File: config.mk
export PLATFORM = sky130hd
export DESIGN_NAME = card_clk_gen
export DESIGN_NICKNAME = d
export VERILOG_FILES = /design/src/rtl/cc_pkg.sv /design/src/rtl/cc_edge_sync.sv /design/src/rtl/cc_cfg_lock.sv /design/src/rtl/cc_card_div.sv /design/src/rtl/cc_aux_out.sv /design/src/rtl/card_clk_gen.sv
export SDC_FILE = /design/constraint.sdc
export NUM_CORES = 1
export LEC_CHECK = 0
export BUFFER_PORTS_ARGS = -buffer_cell sky130_fd_sc_hd__buf_2
export CORE_MARGIN = 2
export CORE_UTILIZATION = 53
export CTS_CLUSTER_DIAMETER = 30
export DETAILED_ROUTE_END_ITERATION = 7
export GPL_TIMING_DRIVEN = 0
export HOLD_SLACK_MARGIN = 0.05
export MAX_ROUTING_LAYER = met4
export PLACE_DENSITY_LB_ADDON = 0.08
export SETUP_SLACK_MARGIN = 0.05
export SLEW_MARGIN = 20
export SYNTH_ARGS = -nofsm -noshare
export SYNTH_HDL_FRONTEND = slang
export SYNTH_SLANG_ARGS = --single-unit
File: constraint.sdc
create_clock -name clk -period 1.02 [get_ports clk]
set_clock_uncertainty 0.15 [all_clocks]
set_input_delay 0.102 -clock clk [delete_from_list [all_inputs] [get_ports clk]]
set_output_delay 0.102 -clock clk [all_outputs]
set_load 0.02 [all_outputs]
File: src/rtl/cc_pkg.sv
package cc_pkg;

  localparam int NUM_SRC = 3;

  typedef enum logic [1:0] {
    MD_DIV4  = 2'b00,
    MD_DIV2  = 2'b01,
    MD_FIXED = 2'b10,
    MD_STOP  = 2'b11
  } mode_e;

  typedef enum logic [1:0] {
    SRC_STROBE = 2'd0,
    SRC_RC     = 2'd1,
    SRC_XTAL   = 2'd2
  } src_e;

  typedef struct packed {
    src_e  src;
    mode_e mode;
  } cfg_t;

  typedef enum logic [1:0] {
    ST_RUN   = 2'd0,
    ST_DRAIN = 2'd1,
    ST_QUIET = 2'd2
  } sw_state_e;

endpackage

File: src/rtl/cc_edge_sync.sv
module cc_edge_sync #(
  parameter int N_SRC       = 3,
  parameter int SYNC_STAGES = 2
) (
  input  logic             clk,
  input  logic             rst_n,
  input  logic [N_SRC-1:0] src_i,
  output logic [N_SRC-1:0] lvl_o,
  output logic [N_SRC-1:0] rise_o
);

  localparam int LAST = SYNC_STAGES - 1;

  for (genvar g = 0; g < N_SRC; g++) begin : g_src
    logic [SYNC_STAGES-1:0] sync_q, sync_d;
    logic                   prev_q, prev_d;

    always_comb begin
      sync_d = {sync_q[SYNC_STAGES-2:0], src_i[g]};
      prev_d = sync_q[LAST];
    end

    always_ff @(posedge clk or negedge rst_n) begin
      if (!rst_n) begin
        sync_q <= '0;
        prev_q <= 1'b0;
      end else begin
        sync_q <= sync_d;
        prev_q <= prev_d;
      end
    end

    assign lvl_o[g]  = sync_q[LAST];
    assign rise_o[g] = sync_q[LAST] & ~prev_q;

    AST_RISE_SINGLE: assert property (@(posedge clk) disable iff (!rst_n)
      rise_o[g] |=> !rise_o[g]);
  end

endmodule

File: src/rtl/cc_cfg_lock.sv
module cc_cfg_lock
  import cc_pkg::*;
(
  input  logic       clk,
  input  logic       rst_n,
  input  logic       clk_sel_i,
  input  logic       act_busy_i,
  input  logic [1:0] div_sel_i,
  output cfg_t       cfg_o,
  output logic       strobe_sel_o,
  output src_e       int_src_o
);

  logic  sel_q, sel_d;
  logic  sel_en;
  mode_e mode;

  assign sel_en = ~act_busy_i;

  always_comb begin
    sel_d = sel_q;
    if (sel_en) sel_d = clk_sel_i;
  end

  always_ff @(posedge clk or negedge rst_n) begin
    if (!rst_n) sel_q <= 1'b0;
    else        sel_q <= sel_d;
  end

  always_comb begin
    mode       = mode_e'(div_sel_i);
    cfg_o.mode = mode;
    if (mode == MD_FIXED)  cfg_o.src = SRC_RC;
    else if (sel_q)        cfg_o.src = SRC_STROBE;
    else                   cfg_o.src = SRC_XTAL;
    int_src_o = (mode == MD_FIXED) ? SRC_RC : SRC_XTAL;
  end

  assign strobe_sel_o = sel_q;

  AST_SEL_HELD: assert property (@(posedge clk) disable iff (!rst_n)
    act_busy_i |=> $stable(strobe_sel_o));

endmodule

File: src/rtl/cc_card_div.sv
module cc_card_div
  import cc_pkg::*;
#(
  parameter int FIX_HALF = 2
) (
  input  logic               clk,
  input  logic               rst_n,
  input  cfg_t               cfg_i,
  input  logic [NUM_SRC-1:0] rise_i,
  output logic               card_clk_o
);

  localparam int HALF_MAX = (FIX_HALF > 2) ? FIX_HALF : 2;
  localparam int CNT_W    = $clog2(HALF_MAX + 1);
  localparam logic [CNT_W-1:0] ONE = CNT_W'(1);

  sw_state_e        st_q, st_d;
  cfg_t             cfg_q, cfg_d;
  logic [CNT_W-1:0] cnt_q, cnt_d;
  logic             clk_q, clk_d;

  logic             old_rise;
  logic             new_rise;
  logic             cfg_chg;
  logic [CNT_W-1:0] half;

  assign old_rise = rise_i[cfg_q.src];
  assign new_rise = rise_i[cfg_i.src];
  assign cfg_chg  = (cfg_i != cfg_q);

  always_comb begin
    case (cfg_q.mode)
      MD_DIV2:  half = CNT_W'(1);
      MD_DIV4:  half = CNT_W'(2);
      MD_FIXED: half = CNT_W'(FIX_HALF);
      default:  half = CNT_W'(1);
    endcase
  end

  always_comb begin
    st_d  = st_q;
    cfg_d = cfg_q;
    cnt_d = cnt_q;
    clk_d = clk_q;
    case (st_q)
      ST_RUN: begin
        if (cfg_chg) begin
          if (clk_q) begin
            st_d = ST_DRAIN;
          end else begin
            cfg_d = cfg_i;
            cnt_d = '0;
            st_d  = ST_QUIET;
          end
        end else if (old_rise && (cfg_q.mode != MD_STOP)) begin
          if (cnt_q == half - ONE) begin
            cnt_d = '0;
            clk_d = ~clk_q;
          end else begin
            cnt_d = cnt_q + ONE;
          end
        end
      end
      ST_DRAIN: begin
        if (old_rise) begin
          clk_d = 1'b0;
          cfg_d = cfg_i;
          cnt_d = '0;
          st_d  = ST_QUIET;
        end
      end
      ST_QUIET: begin
        if (cfg_chg) begin
          cfg_d = cfg_i;
          cnt_d = '0;
        end else if (new_rise) begin
          if (cnt_q == ONE) begin
            cnt_d = '0;
            st_d  = ST_RUN;
          end else begin
            cnt_d = cnt_q + ONE;
          end
        end
      end
      default: begin
        st_d  = ST_QUIET;
        clk_d = 1'b0;
        cnt_d = '0;
      end
    endcase
  end

  always_ff @(posedge clk or negedge rst_n) begin
    if (!rst_n) begin
      st_q  <= ST_QUIET;
      cfg_q <= '{src: SRC_XTAL, mode: MD_DIV4};
      cnt_q <= '0;
      clk_q <= 1'b0;
    end else begin
      st_q  <= st_d;
      cfg_q <= cfg_d;
      cnt_q <= cnt_d;
      clk_q <= clk_d;
    end
  end

  assign card_clk_o = clk_q;

  AST_QUIET_LOW: assert property (@(posedge clk) disable iff (!rst_n)
    (st_q == ST_QUIET) |-> !card_clk_o);

  AST_DRAIN_END: assert property (@(posedge clk) disable iff (!rst_n)
    (st_q == ST_DRAIN && old_rise) |=> (!card_clk_o && st_q == ST_QUIET));

  AST_STOP_LOW: assert property (@(posedge clk) disable iff (!rst_n)
    (st_q == ST_RUN && cfg_q.mode == MD_STOP) |-> !card_clk_o);

  AST_EDGE_ONLY: assert property (@(posedge clk) disable iff (!rst_n)
    (st_q == ST_RUN && !old_rise && !cfg_chg) |=> $stable(card_clk_o));

endmodule

File: src/rtl/cc_aux_out.sv
module cc_aux_out
  import cc_pkg::*;
#(
  parameter int SLEEP_HALF = 125
) (
  input  logic               clk,
  input  logic               rst_n,
  input  logic               strobe_sel_i,
  input  src_e               int_src_i,
  input  logic               sleep_i,
  input  logic [NUM_SRC-1:0] lvl_i,
  input  logic [NUM_SRC-1:0] rise_i,
  output logic               aux_o
);

  localparam int SCNT_W = $clog2(SLEEP_HALF + 1);
  localparam logic [SCNT_W-1:0] S_ONE  = SCNT_W'(1);
  localparam logic [SCNT_W-1:0] S_LAST = SCNT_W'(SLEEP_HALF - 1);

  logic [SCNT_W-1:0] scnt_q, scnt_d;
  logic              slow_q, slow_d;
  logic              aux_q, aux_d;
  logic              tick;

  assign tick = rise_i[int_src_i];

  always_comb begin
    scnt_d = scnt_q;
    slow_d = slow_q;
    if (!sleep_i) begin
      scnt_d = '0;
      slow_d = 1'b0;
    end else if (tick) begin
      if (scnt_q == S_LAST) begin
        scnt_d = '0;
        slow_d = ~slow_q;
      end else begin
        scnt_d = scnt_q + S_ONE;
      end
    end
  end

  always_comb begin
    if (strobe_sel_i) aux_d = 1'b0;
    else if (sleep_i) aux_d = slow_q;
    else              aux_d = lvl_i[int_src_i];
  end

  always_ff @(posedge clk or negedge rst_n) begin
    if (!rst_n) begin
      scnt_q <= '0;
      slow_q <= 1'b0;
      aux_q  <= 1'b0;
    end else begin
      scnt_q <= scnt_d;
      slow_q <= slow_d;
      aux_q  <= aux_d;
    end
  end

  assign aux_o = aux_q;

  AST_AUX_OFF: assert property (@(posedge clk) disable iff (!rst_n)
    strobe_sel_i |=> !aux_o);

  AST_SLOW_IDLE: assert property (@(posedge clk) disable iff (!rst_n)
    !sleep_i |=> !slow_q);

endmodule

File: src/rtl/card_clk_gen.sv
module card_clk_gen
  import cc_pkg::*;
#(
  parameter int OSC_HZ      = 4_000_000,
  parameter int SLEEP_HZ    = 16_000,
  parameter int FIX_HALF    = 2,
  parameter int SYNC_STAGES = 2
) (
  input  logic       clk,
  input  logic       rst_n,
  input  logic       strobe_i,
  input  logic       rc_osc_i,
  input  logic       xtal_osc_i,
  input  logic       clk_sel_i,
  input  logic [1:0] div_sel_i,
  input  logic       act_busy_i,
  input  logic       sleep_i,
  output logic       card_clk_o,
  output logic       aux_clk_o
);

  localparam int SLEEP_HALF_RAW = (OSC_HZ + SLEEP_HZ) / (2 * SLEEP_HZ);
  localparam int SLEEP_HALF     = (SLEEP_HALF_RAW < 1) ? 1 : SLEEP_HALF_RAW;

  logic               rst_meta_q, rst_sync_q;
  logic [NUM_SRC-1:0] src_vec;
  logic [NUM_SRC-1:0] lvl;
  logic [NUM_SRC-1:0] rise;
  cfg_t               cfg;
  logic               strobe_sel;
  src_e               int_src;

  always_ff @(posedge clk or negedge rst_n) begin
    if (!rst_n) begin
      rst_meta_q <= 1'b0;
      rst_sync_q <= 1'b0;
    end else begin
      rst_meta_q <= 1'b1;
      rst_sync_q <= rst_meta_q;
    end
  end

  always_comb begin
    src_vec             = '0;
    src_vec[SRC_STROBE] = strobe_i;
    src_vec[SRC_RC]     = rc_osc_i;
    src_vec[SRC_XTAL]   = xtal_osc_i;
  end

  cc_edge_sync #(
    .N_SRC      (NUM_SRC),
    .SYNC_STAGES(SYNC_STAGES)
  ) u_sync (
    .clk   (clk),
    .rst_n (rst_sync_q),
    .src_i (src_vec),
    .lvl_o (lvl),
    .rise_o(rise)
  );

  cc_cfg_lock u_cfg (
    .clk         (clk),
    .rst_n       (rst_sync_q),
    .clk_sel_i   (clk_sel_i),
    .act_busy_i  (act_busy_i),
    .div_sel_i   (div_sel_i),
    .cfg_o       (cfg),
    .strobe_sel_o(strobe_sel),
    .int_src_o   (int_src)
  );

  cc_card_div #(
    .FIX_HALF(FIX_HALF)
  ) u_div (
    .clk       (clk),
    .rst_n     (rst_sync_q),
    .cfg_i     (cfg),
    .rise_i    (rise),
    .card_clk_o(card_clk_o)
  );

  cc_aux_out #(
    .SLEEP_HALF(SLEEP_HALF)
  ) u_aux (
    .clk         (clk),
    .rst_n       (rst_sync_q),
    .strobe_sel_i(strobe_sel),
    .int_src_i   (int_src),
    .sleep_i     (sleep_i),
    .lvl_i       (lvl),
    .rise_i      (rise),
    .aux_o       (aux_clk_o)
  );

  AST_RESET_LOW: assert property (@(posedge clk)
    !rst_sync_q |=> (!card_clk_o && !aux_clk_o));

endmodule

# Word-level counts from Yosys, hierarchy flattened
# Index checks and enable logic that the tools add are counted.
dict set report classes {
  addsub 3
  magnitude_cmp 3
  n_eq_ne 24
  muxes 46
  bitwise 9
  n_reduce_logical 10
}
# operator n
set op_table {}
lappend op_table {{2-bit 2-to-1 mux} 18}
lappend op_table {{7-bit 2-to-1 mux} 3}
lappend op_table {{2-bit by 1-bit != test with 1-bit output, second input constant} 9}
lappend op_table {{4-bit 2-to-1 mux} 4}
lappend op_table {{5-bit AND reduction} 3}
lappend op_table {{1-bit 2-to-1 mux} 13}
lappend op_table {{2-bit one-hot mux with 3 select lines} 2}
lappend op_table {{4-bit one-hot mux with 3 select lines} 1}
lappend op_table {{2-bit by 3-bit < comparator with 1-bit output, second input constant} 3}
lappend op_table {{1-bit binary-select mux with 2-bit select} 4}
lappend op_table {{2-bit != test, second input constant} 4}
lappend op_table {{7-bit by 1-bit adder with 7-bit output, second input constant} 1}
lappend op_table {{7-bit equality test, second input constant} 1}
lappend op_table {{2-bit equality test, second input constant} 3}
lappend op_table {{3-bit by 1-bit != test with 1-bit output, second input constant} 2}
lappend op_table {{1-bit NOT} 6}
lappend op_table {{2-bit by 1-bit equality test with 1-bit output, second input constant} 2}
lappend op_table {{2-bit zero test} 2}
lappend op_table {{4-bit != test} 1}
lappend op_table {{4-bit AND reduction} 1}
lappend op_table {{1-bit AND} 3}
lappend op_table {{3-bit != test, second input constant} 1}
lappend op_table {{1-bit one-hot mux with 3 select lines} 1}
lappend op_table {{3-bit nonzero test} 1}
lappend op_table {{6 further kinds} 6}
dict set report word_totals {
  regBits 30
  in_bits 10
  out_inout_bits 2
  word_cells 112
}

# Logic depth before layout (Yosys ltp)
dict set report logic_depth {
  depth_word 9
  ltp_mapped 6
  ltp_nobuf 6
}

# Cells and area by module
# Synthesis repeated with hierarchy kept, for this count alone.
dict set report unflattened {
  cells_unflattened 142
  area_unflattened_um2 1637.8
}
# mod instances cells_each area_each_um2
set modules_own_cells {}
lappend modules_own_cells {cc_card_div 1 61 641.9}
lappend modules_own_cells {cc_aux_out 1 55 574.3}
lappend modules_own_cells {cc_edge_sync 1 15 289.0}
lappend modules_own_cells {cc_cfg_lock 1 8 78.8}
lappend modules_own_cells {card_clk_gen 1 3 53.8}

# Worst setup path after synthesis
# Ideal clock, no wire load.
dict set report synth_path {
  path_type {register -> register}
  startpoint {reg u_div.cfg_q[2] (netlist name)}
  endpoint {reg u_div.cfg_q[0] (netlist name)}
  setup_time_ns 0.125
  arrival_time_ns 1.847
  required_ns 0.745
  path_slack_ns -1.101
  stages_incl_launch_ff 6
  path_buffers 0
  synth_period_minus_slack_ns 2.121
  path_cell_list {dfrtp_1 or4_4 o22ai_4 o211ai_4 a21oi_1 mux2_2}
}
dict set report synth_between {
  elab_chain_len 4
  word_cells_on_any_way 7
  cone_classes {4 x eq/ne; 2 x mux; 1 x reduce/logical}
}
# element line_no
set synth_rtl {}
lappend synth_rtl {{start, declared} cc_card_div.sv:18} ;# cfg_t cfg_q, cfg_d;
lappend synth_rtl {{start signal, assigned} cc_card_div.sv:96} ;# cfg_q <= '{src: SRC_XTAL, mode: MD_DIV4};
lappend synth_rtl {{start signal, assigned} cc_card_div.sv:101} ;# cfg_q <= cfg_d;
lappend synth_rtl {{1-bit binary-select mux with 2-bit select} cc_card_div.sv:27} ;# assign old_rise = rise_i[cfg_q.src];
lappend synth_rtl {{1-bit 2-to-1 mux (implied by the code)} cc_card_div.sv:27}
lappend synth_rtl {{2-bit by 1-bit != test with 1-bit output (no source line)} --}
lappend synth_rtl {{5-bit AND reduction (no source line) (*)} --}
# Every way passes the cells marked *; elsewhere a longest branch is shown, timed or not. The select of a mux whose other input is x is not followed.
# A chain may end at the register's enable or synchronous reset.

# Final worst setup path
dict set report layout_path {
  startpoint {reg u_div.cfg_q[0] (netlist name)}
  endpoint {reg u_div.clk_q, in the netlist u_div.card_clk_o}
}
dict set report layout_between {
  elab_chain_len 7
  word_cells_on_any_way 13
  cone_classes {1 x add/sub; 7 x eq/ne; 1 x mux; 4 x reduce/logical}
}
# element line_no
set layout_rtl {}
lappend layout_rtl {{2-bit equality test / 2-bit zero test (equally long branches)} cc_card_div.sv:32} ;# case (cfg_q.mode)
lappend layout_rtl {{2-bit OR reduction (no source line)} --}
lappend layout_rtl {{2-bit 2-to-1 mux} cc_card_div.sv:32}
lappend layout_rtl {{2-bit by 1-bit subtractor with 2-bit output} cc_card_div.sv:56} ;# if (cnt_q == half - ONE) begin
lappend layout_rtl {{2-bit equality test} cc_card_div.sv:56}
lappend layout_rtl {{2-bit by 1-bit != test with 1-bit output (no source line)} --}
lappend layout_rtl {{5-bit AND reduction (no source line) (*)} --}
lappend layout_rtl {{end signal, assigned} cc_card_div.sv:103} ;# clk_q <= clk_d;
lappend layout_rtl {{end, declared} cc_card_div.sv:20} ;# logic clk_q, clk_d;
# Every way passes the cells marked *; elsewhere a longest branch is shown, timed or not.

==> run metrics <==
largest cells by area after synthesis=dfrtp_1, mux2_2, dfstp_2, xnor2_1, ha_1; initial antenna violation count=0; Top FF cell, synth=dfrtp_1; Area Growth Syn to Fin=42.3%; family with the most delay on the worst path=simple AND/OR/NAND/NOR gates; Worst VDD drop=about 1.4 mV; FMAX=approximately 470 MHz; post-synthesis sequential area ratio=48.3%; max-slew violations=0; CP peak stage delay=approximately 0.52 ns; Worst-path clk slew=0.10 ns; post-route setup slack=-1.09 ns; hold crit path type=in2reg; antenna viol nets, final=0; Design Power=around 3.0 mW; warnings from Yosys=0; # rows=19; commonest non-fill, non-tap cell in the layout=dfrtp_1; max-cap violations=0; Final #Nets=around 200; vias per inst=5.89; Root Buffer=clkbuf_4; Post-synth EDFFs=0; die height=a little under 60 um; failing checks=hold timing, setup timing; Arrival @ worst endpoint=about 2.2 ns; CTS tree=yes; # DRC=0; WHS=-0.0388 ns; critical path, cell by cell=or4_4, o22ai_4, o211ai_4, or4_4, o221ai_2; most frequent cells in the layout=dfrtp_1, inv_1, buf_4, buf_2, dlygate4sd3_1; drt first pass iters=4; P_leak=between 0.8 and 0.9 nW; Cell Area, Synth=between 1500 and 2000 um^2; core area=2780 um^2; fin util=between 70 and 80%; Fin. Hold Viols=1; first-pass GRT wire length=around 6000 um; layout cells sized above 1=a little under half; Post-CTS Hold Fix Bufs=8; Skew-Pair Late Insertion Delay=about 0.35 ns; Startpoint Class=register; crit path buf inv count=0; WP data required=1.14 ns; PortBufs=10; RePlAce Congestion=between 0.8 and 0.9; Syn Area/Cell=approximately 11 um^2; I/O pin count=12; Yosys cell types=between 40 and 50; H-tree depth=2; CTS Buf Count=5; DIE WIDTH=a little under 60 um; Post-Route WL=3670 um; Starting Density=between 50% and 60%; Slowest-stage cell, CP=or4_4; fill count=156; WL per Instance=between 15 and 20 um; post-DP HPWL=about 2100 um; Yosys top cell by area=dfrtp_1; syn nets=roughly 160; asr flop ratio synth=100%; routed vias=1290; Tcrit/Tclk final=207%; top cell type's share of synthesized area=around 45%; Clock Path Buffers=2; outcome=finished with violations; Iter 0 DRT Violations=about 70; Worst Setup End Kind=register; pin count of the biggest net entering global routing=29; Crit Path Category=reg2reg; RSZ-0062 raised after global routing=true; All-Layer GR Usage=25.0%; Synth Instances=between 100 and 150; Final min period=approximately 2.1 ns; number of synthesized register bits=30; Power Density=about 1300 nW/um^2; vias in the first global route=between 1k and 1.5k; clock sink total=30; final setup fails=21; die area=3390 um^2; most common cell type on the critical path=or4_4; worst-path fanout max=7; grt total ovfl=0; # diodes=0
synth_stat cells (all sizes together) (4+ instances only):
cell	count
xnor2	6
mux2	6
clkbuf	4
nand2	7
a21oi	8
nor2b	6
a211oi	4
ha	4
inv	10
nor2	10
nor3	5
dfrtp	28
nand3	4
o21ai	4
final cells by class:
type	instances	area, um^2	area share (%)
repair buffers	31	253	11.4
inverters	10	37.5	1.69
flip-flops and latches	30	763	34.4
well taps	31	38.8	1.75
clock inverters	2	12.5	0.563
plain buffers	5	36.3	1.63
multi-input cells	104	1030	46.3
clock buffers	6	51.3	2.31
stage by stage:
| step | setup WS [ns] | instances | TNS [ns] | area [um^2] |
|---|---|---|---|---|
| final | -1.09 | 219 | -13.90 | 2220 |
| after global routing | -1.16 | 219 | -15.10 | 2220 |
| after CTS | -1.10 | 216 | -14.05 | 2110 |
| after detailed placement | -1.20 | 189 | -15.93 | 1750 |
| after global placement | -1.18 | 189 | -15.11 | 1750 |
| after floorplan | -1.04 | 148 | -12.03 | 1660 |
sequential cells by signal, summed over array words and instances, names as in the netlist:
| signal | cells |
|---|---|
| u_aux.scnt_q | 7 |
| u_sync.g_src.sync_q | 6 |
| u_div.cfg_q | 4 |
| u_sync.g_src.prev_q | 3 |
| u_div.cnt_q | 2 |
| u_div.st_q | 2 |
| rst_meta_q | 1 |
| rst_sync_q | 1 |
| u_aux.aux_o | 1 |
| u_aux.slow_q | 1 |
| u_cfg.strobe_sel_o | 1 |
| u_div.card_clk_o | 1 |
final timing paths:
path / from / end / slack, ns / depth (start not counted)
setup / recovery: u_div.cfg_q[0] / u_div.card_clk_o / -1.09 / 5
hold / removal: div_sel_i[1] / u_div.cfg_q[1] / -0.04 / 2
setup reg to reg: u_div.cfg_q[0] / u_div.card_clk_o / -1.09 / 5
hold reg to reg: rst_sync_q / u_aux.aux_o / 0.09 / 0
max in group asynchronous: rst_n / rst_sync_q / 0.09 / 3
min in group asynchronous: rst_sync_q / u_aux.aux_o / 0.09 / 0
report_power, final:
group	total (mW)	internal (mW)	leakage (nW)	switching, mW
Clock	0.778	0.331	0.0343	0.448
Combinational	0.807	0.411	0.493	0.396
Sequential	1.40	1.29	0.367	0.111
cell families after synthesis:
kind of cell               synth area share, %
and+or+nand+nor                           19.2
xor gates and xnor gates                  3.93
other                                    0.240
DFF                                       48.3
muxes                                     5.61
AOI/OAI and AO/OA                         15.9
adders and majority gates                 3.21
buffers and inverters                     3.69
per-layer routing:
metal	global-route usage (%)	vias up	wire [um]
met5	-	-	0
met2	41.9	32	1920
met1	28.7	634	1550
met3	6.70	5	144
met4	8.97	0	65
li1	-	619	-
what timing repair did:
item | CTS | global route
endpoints found under the setup margin | 21 | 47
endpoints found under the hold margin | 8 | 1
gates resized for setup | 27 | 20
gates cloned | 1 | 0
setup buffers | 10 | 3
pin swaps | 8 | 6
Note: power is estimated with default switching activity, not from simulation.
